<file path="config.mk">
export PLATFORM = sky130hd
export DESIGN_NAME = interleave_seq
export DESIGN_NICKNAME = d
export VERILOG_FILES = /design/src/rtl/interleave_pkg.sv /design/src/rtl/interleave_bank_timer.sv /design/src/rtl/interleave_rsp_queue.sv /design/src/rtl/interleave_seq.sv
export SDC_FILE = /design/constraint.sdc
export NUM_CORES = 1
export LEC_CHECK = 0
export BUFFER_PORTS_ARGS = -buffer_cell sky130_fd_sc_hd__buf_2
export CAP_MARGIN = 10
export CORE_MARGIN = 2
export CORE_UTILIZATION = 60
export DETAILED_ROUTE_END_ITERATION = 8
export PLACE_DENSITY = 0.82
export SLEW_MARGIN = 15
export SYNTH_ARGS = -nofsm -noshare
export SYNTH_HDL_FRONTEND = slang
export SYNTH_HIERARCHICAL = 1
export SYNTH_SLANG_ARGS = --single-unit
</file>
<file path="constraint.sdc">
create_clock -name clk -period 5 [get_ports clk]
set_clock_uncertainty 0.1 [all_clocks]
set_input_delay 0.25 -clock clk [delete_from_list [all_inputs] [get_ports clk]]
set_output_delay 0.25 -clock clk [all_outputs]
set_load 0.01 [all_outputs]
</file>
<file path="src/rtl/interleave_pkg.sv">
package interleave_pkg;
  localparam int NUM_BANKS = 4;
  localparam int BANK_W    = 2;
  typedef logic [BANK_W-1:0] bank_idx_t;
endpackage

</file>
<file path="src/rtl/interleave_bank_timer.sv">
module interleave_bank_timer #(
  parameter int CYCLE_T = 4
) (
  input  logic clk,
  input  logic rst,
  input  logic start,
  output logic busy
);
  localparam int TMR_W = (CYCLE_T > 1) ? $clog2(CYCLE_T) : 1;

  logic [TMR_W-1:0] cnt;

  // Loading CYCLE_T-1 lets the bank be re-accepted exactly CYCLE_T clocks later.
  always_ff @(posedge clk) begin
    if (rst)              cnt <= '0;
    else if (start)       cnt <= TMR_W'(CYCLE_T - 1);
    else if (cnt != '0)   cnt <= cnt - TMR_W'(1);
  end

  assign busy = (cnt != '0);
endmodule

</file>
<file path="src/rtl/interleave_rsp_queue.sv">
module interleave_rsp_queue #(
  parameter int DATA_W = 32,
  parameter int QD     = 8,
  parameter int NB     = 4,
  localparam int PTR_W = $clog2(QD)
) (
  input  logic                 clk,
  input  logic                 rst,
  input  logic                 alloc,
  output logic [PTR_W-1:0]     alloc_slot,
  output logic                 full,
  input  logic [NB-1:0]        fill,
  input  logic [NB*PTR_W-1:0]  fill_slot,
  input  logic [NB*DATA_W-1:0] fill_data,
  output logic                 rsp_valid,
  output logic [DATA_W-1:0]    rsp_data,
  input  logic                 rsp_ready
);
  localparam int CNT_W = $clog2(QD + 1);

  logic [DATA_W-1:0] store [QD];
  logic [QD-1:0]     filled;
  logic [PTR_W-1:0]  wr_ptr, rd_ptr;
  logic [CNT_W-1:0]  used;
  logic              pop;

  assign pop        = rsp_valid && rsp_ready;
  assign alloc_slot = wr_ptr;
  assign full       = (used == CNT_W'(QD));
  assign rsp_valid  = filled[rd_ptr];
  assign rsp_data   = store[rd_ptr];

  // Data store: no reset, plain indexed writes.
  always_ff @(posedge clk) begin
    for (int b = 0; b < NB; b++) begin
      if (fill[b]) store[fill_slot[b*PTR_W +: PTR_W]] <= fill_data[b*DATA_W +: DATA_W];
    end
  end

  always_ff @(posedge clk) begin
    if (rst) begin
      filled <= '0;
      wr_ptr <= '0;
      rd_ptr <= '0;
      used   <= '0;
    end else begin
      if (pop) begin
        filled[rd_ptr] <= 1'b0;
        rd_ptr         <= rd_ptr + PTR_W'(1);
      end
      for (int b = 0; b < NB; b++) begin
        if (fill[b]) filled[fill_slot[b*PTR_W +: PTR_W]] <= 1'b1;
      end
      if (alloc) wr_ptr <= wr_ptr + PTR_W'(1);
      case ({alloc, pop})
        2'b10:   used <= used + CNT_W'(1);
        2'b01:   used <= used - CNT_W'(1);
        default: used <= used;
      endcase
    end
  end
endmodule

</file>
<file path="src/rtl/interleave_seq.sv">
module interleave_seq
  import interleave_pkg::*;
#(
  parameter int ADDR_W  = 12,
  parameter int DATA_W  = 32,
  parameter int CYCLE_T = 4,
  parameter int QD      = 8
) (
  input  logic                        clk,
  input  logic                        rst,
  input  logic                        req_valid,
  output logic                        req_ready,
  input  logic                        req_we,
  input  logic [ADDR_W-1:0]           req_addr,
  input  logic [DATA_W-1:0]           req_wdata,
  output logic [3:0]                  bank_start,
  output logic                        bank_we,
  output logic [ADDR_W-3:0]           bank_addr,
  output logic [DATA_W-1:0]           bank_wdata,
  input  logic [3:0]                  bank_done,
  input  logic [4*DATA_W-1:0]         bank_rdata,
  output logic                        rsp_valid,
  output logic [DATA_W-1:0]           rsp_data,
  input  logic                        rsp_ready
);
  localparam int PTR_W = $clog2(QD);
  localparam int SUB_W = ADDR_W - BANK_W;

  bank_idx_t                  tgt;
  logic [NUM_BANKS-1:0]       busy, fire_vec, fill;
  logic [NUM_BANKS*PTR_W-1:0] slot_flat;
  logic [PTR_W-1:0]           alloc_slot;
  logic                       q_full, fire, rd_fire;

  assign tgt       = req_addr[BANK_W-1:0];
  assign req_ready = !busy[tgt] && (req_we || !q_full);
  assign fire      = req_valid && req_ready;
  assign rd_fire   = fire && !req_we;

  for (genvar b = 0; b < NUM_BANKS; b++) begin : g_bank
    logic             pend_r;
    logic [PTR_W-1:0] slot_r;

    assign fire_vec[b] = fire && (tgt == BANK_W'(b));

    interleave_bank_timer #(.CYCLE_T(CYCLE_T)) u_tmr (
      .clk   (clk),
      .rst   (rst),
      .start (fire_vec[b]),
      .busy  (busy[b])
    );

    // Remember which response slot this bank's outstanding read owns.
    always_ff @(posedge clk) begin
      if (rst)               pend_r <= 1'b0;
      else if (fire_vec[b])  pend_r <= !req_we;
      else if (bank_done[b]) pend_r <= 1'b0;
    end

    always_ff @(posedge clk) begin
      if (fire_vec[b] && !req_we) slot_r <= alloc_slot;
    end

    assign fill[b]                       = bank_done[b] && pend_r;
    assign slot_flat[b*PTR_W +: PTR_W]   = slot_r;
  end

  // Registered bank command.
  always_ff @(posedge clk) begin
    if (rst) bank_start <= '0;
    else     bank_start <= fire_vec;
  end

  always_ff @(posedge clk) begin
    if (fire) begin
      bank_we    <= req_we;
      bank_addr  <= req_addr[ADDR_W-1:BANK_W];
      bank_wdata <= req_wdata;
    end
  end

  interleave_rsp_queue #(.DATA_W(DATA_W), .QD(QD), .NB(NUM_BANKS)) u_q (
    .clk        (clk),
    .rst        (rst),
    .alloc      (rd_fire),
    .alloc_slot (alloc_slot),
    .full       (q_full),
    .fill       (fill),
    .fill_slot  (slot_flat),
    .fill_data  (bank_rdata),
    .rsp_valid  (rsp_valid),
    .rsp_data   (rsp_data),
    .rsp_ready  (rsp_ready)
  );

  logic [SUB_W-1:0] unused_sub;
  assign unused_sub = req_addr[ADDR_W-1:BANK_W];
endmodule

</file>
==> results.cfg <==
[run_status]
status = finished clean

[finish]
final_cells = 2567
fill_cells = 2587
area_delta_synth_final_pct = 12.5
layout_commonest_cell = edfxtp_1
fin_nets = 2255
drive_gt1_frac = 0.237
final_cell_mix = edfxtp_1, nor2_1, mux2i_1

[synthesis]
syn_area_per_cell_um2 = 11.2
synth_nets = 2164
yosysTopAreaCellShare = 0.422
synthCells = 1973
synth.area.top_cells = edfxtp_1, mux2i_1, a211oi_1, a21o_1, mux4_2
synth-seq-cells = 348
synthXorXnorAreaFrac = 0.00317
synth_mux_area_frac = 0.205
synth_warnings = 6
yosysUniqueCellTypes = 56
synth_compound_area_frac = 0.183
synth_edf_count = 311
seq_area_frac_synth = 0.456
postSynth.asyncResetShare = 0
synthAdderAreaFrac = 0.00599
syn_area_um2 = 22100
synth_top_flop_cell = edfxtp_1
synth_largest_area_cell = edfxtp_1
synth_top_family_by_area = multiplexers
yosys.area_share.simple = 0.0820

[worst_setup_path]
reg2reg_depth = 12
setup.worst_path.start_class = flip-flop
crit_path_max_fanout = 41
arrival_ns = 3.03
r2r-end = u_q/used[3]
critPathKind = reg2out
cp.required_ns = 4.65
r2r_slack_ns = 1.74
rr_startpoint = g_bank[3].u_tmr/cnt[0]
end_kind = primary output

[sta]
drv_slew = 0
tns_ns = 0
slew_headroom = 0.170
fin_crit_sh = 0.676
report.final.setup_viol = 0
finalHoldViolCount = 0
rsz0062_at_grt = false
fmax_mhz = 296
fin_crit_ns = 3.38
tightest_slew_ns = 1.25

[global_route]
gr-usage-met1 = 0.420
grt_pass1_wl_um = 100000
use_met2 = 0.575
met3_usage = 0.0626
track_usage = 0.337
busiest_layer = met2
antenna_found_initial = 10
grt_max_degree = 66
grt_overflow = 0
grt_pass1_vias = 17664

[cts]
cts_buffers = 38
cts_max_level = 2
clock_latency_ns = 0.52
clkTransAtPathRegs_ns = 0.06
cts_tree = built
clockRootBuffer = clkbuf_16
cts_hold_buf = 56
cts_resized = 0
clock-sinks = 348
clk_path_buf_depth = 3
cts_setup_buffers = 0

[routing]
drcViolationCount = 0
vias_per_cell = 6.87
first_pass_iters = 6
wl_um = 65900
via_count = 17634
drtIter0Drc = 2012
detail-route-antenna-nets = 0
wire_per_inst_um = 25.7

[worst_hold_path]
hp-start = bank_rdata[98]
hold_depth = 2
min_delay_worst_endpoint = u_q/store[3][2]
worst_hold_path_type = in2reg

[power]
p_leak_nw = 10.5
p_total_mw = 7.30
ir_drop_v = 0.000227
p_per_area_nw_per_um2 = 293

[run]
max_cap_violations = 0

[placement]
place_hpwl_um = 37300
dp_cells = 2434
place_congestion = 0.853
port_buffers = 261

[floorplan]
start_util = 0.607
die_area_um2 = 38400
die_height_um = 196
pin_count = 262
die_x_um = 196
fp.coreArea_um2 = 36400
rows = 70
[cell type report]
class	count	area (µm²)	area share
Antenna cell	7	17.5	0.000704
Clock buffer	48	1080	0.0435
Clock inverter	20	195	0.00784
Inverter	19	71.3	0.00287
Multi-Input combinational cell	1307	10700	0.430
Sequential cell	348	10100	0.405
Tap cell	468	586	0.0235
Timing Repair Buffer	350	2140	0.0860
[worst max-delay path by stage]
stage | from | depth (start not counted) | slack, ns | to
after global placement | g_bank[3].u_tmr/cnt[0] | 12 | 1.90 | u_q/used[3]
after detailed placement | g_bank[3].u_tmr/cnt[0] | 12 | 1.78 | u_q/used[3]
after CTS | flip-flop | 4 | 1.59 | rsp_data[16]
final | flip-flop | 4 | 1.62 | rsp_data[2]
after global routing | flip-flop | 4 | 1.45 | rsp_data[2]
after floorplan | g_bank[3].u_tmr/cnt[0] | 5 | 1.55 | bank_addr[0]
[Yosys cell counts, types with 4 or more instances]
master    instances
o21ba_2           4
buf_2            35
nand2_1           7
nor4bb_1          6
a211oi_1        262
and4bb_2          5
clkbuf_1        135
buf_6            14
mux2_2           39
a21o_1          257
inv_1            14
mux2i_1         264
nor4b_1           4
nor2b_1           6
a21oi_1           5
clkbuf_2         28
xnor2_1           5
edfxtp_1        311
ha_1              9
nor2_1          299
inv_2             5
and2_1            4
buf_4            12
nor3_1            6
dfxtp_1          37
buf_1            75
nand4b_1         13
mux4_2           65
[routing by layer]
metal	wire (µm)	share of wire	vias to the layer above
met5	39	0.00059	-
li1	-	-	7628
met4	2500	0.038	6
met1	24300	0.37	8666
met2	32800	0.50	1117
met3	6260	0.095	217
[registers in the layout, indices dropped and copies added, names as in the netlist, named ones only]
| signal | count |
|---|---|
| bank_addr | 10 |
| bank_start | 4 |
| bank_wdata | 32 |
| bank_we | 1 |
| g_bank.pend_r | 4 |
| g_bank.slot_r | 12 |
| g_bank.u_tmr/cnt | 8 |
| u_q/alloc_slot | 3 |
| u_q/filled | 8 |
| u_q/rd_ptr | 3 |
| u_q/store | 256 |
| u_q/used | 4 |
[critical path, cell delays in order, from the launching register on]
cell and delay [ns]:
dfxtp_4 1.01, buf_4 0.43, mux4_2 0.59, mux2_2 0.29, buf_2 0.14
[power breakdown]
group / switching (mW) / internal, mW
Sequential: 0.0541 / 3.33
Clock: 1.16 / 1.74
Combinational: 0.563 / 0.456
Total: 1.78 / 5.53
[per-stage QoR]
step                cell area, µm²  utilization  setup slack (ns)  hold slack (ns)
global placement             23000        0.631              1.90            0.327
CTS                          24800        0.681              1.59         0.000343
finish                       24900        0.683              1.62           0.0154
global route                 24900        0.683              1.45           0.0274
floorplan                    22100            -              1.55            0.222
detailed placement           23000        0.631              1.78            0.328
[cells by family (layout without fill, tap and decap cells)]
logic type,count (synthesis),in the layout
muxes,368,368
adders and majority gates,10,10
and+or+nand+nor,383,383
AOI/OAI and AO/OA,538,538
buffers and inverters,318,437
other,0,7
DFF,348,348
xor gates and xnor gates,8,8
Power figures use the tool's default switching activity.
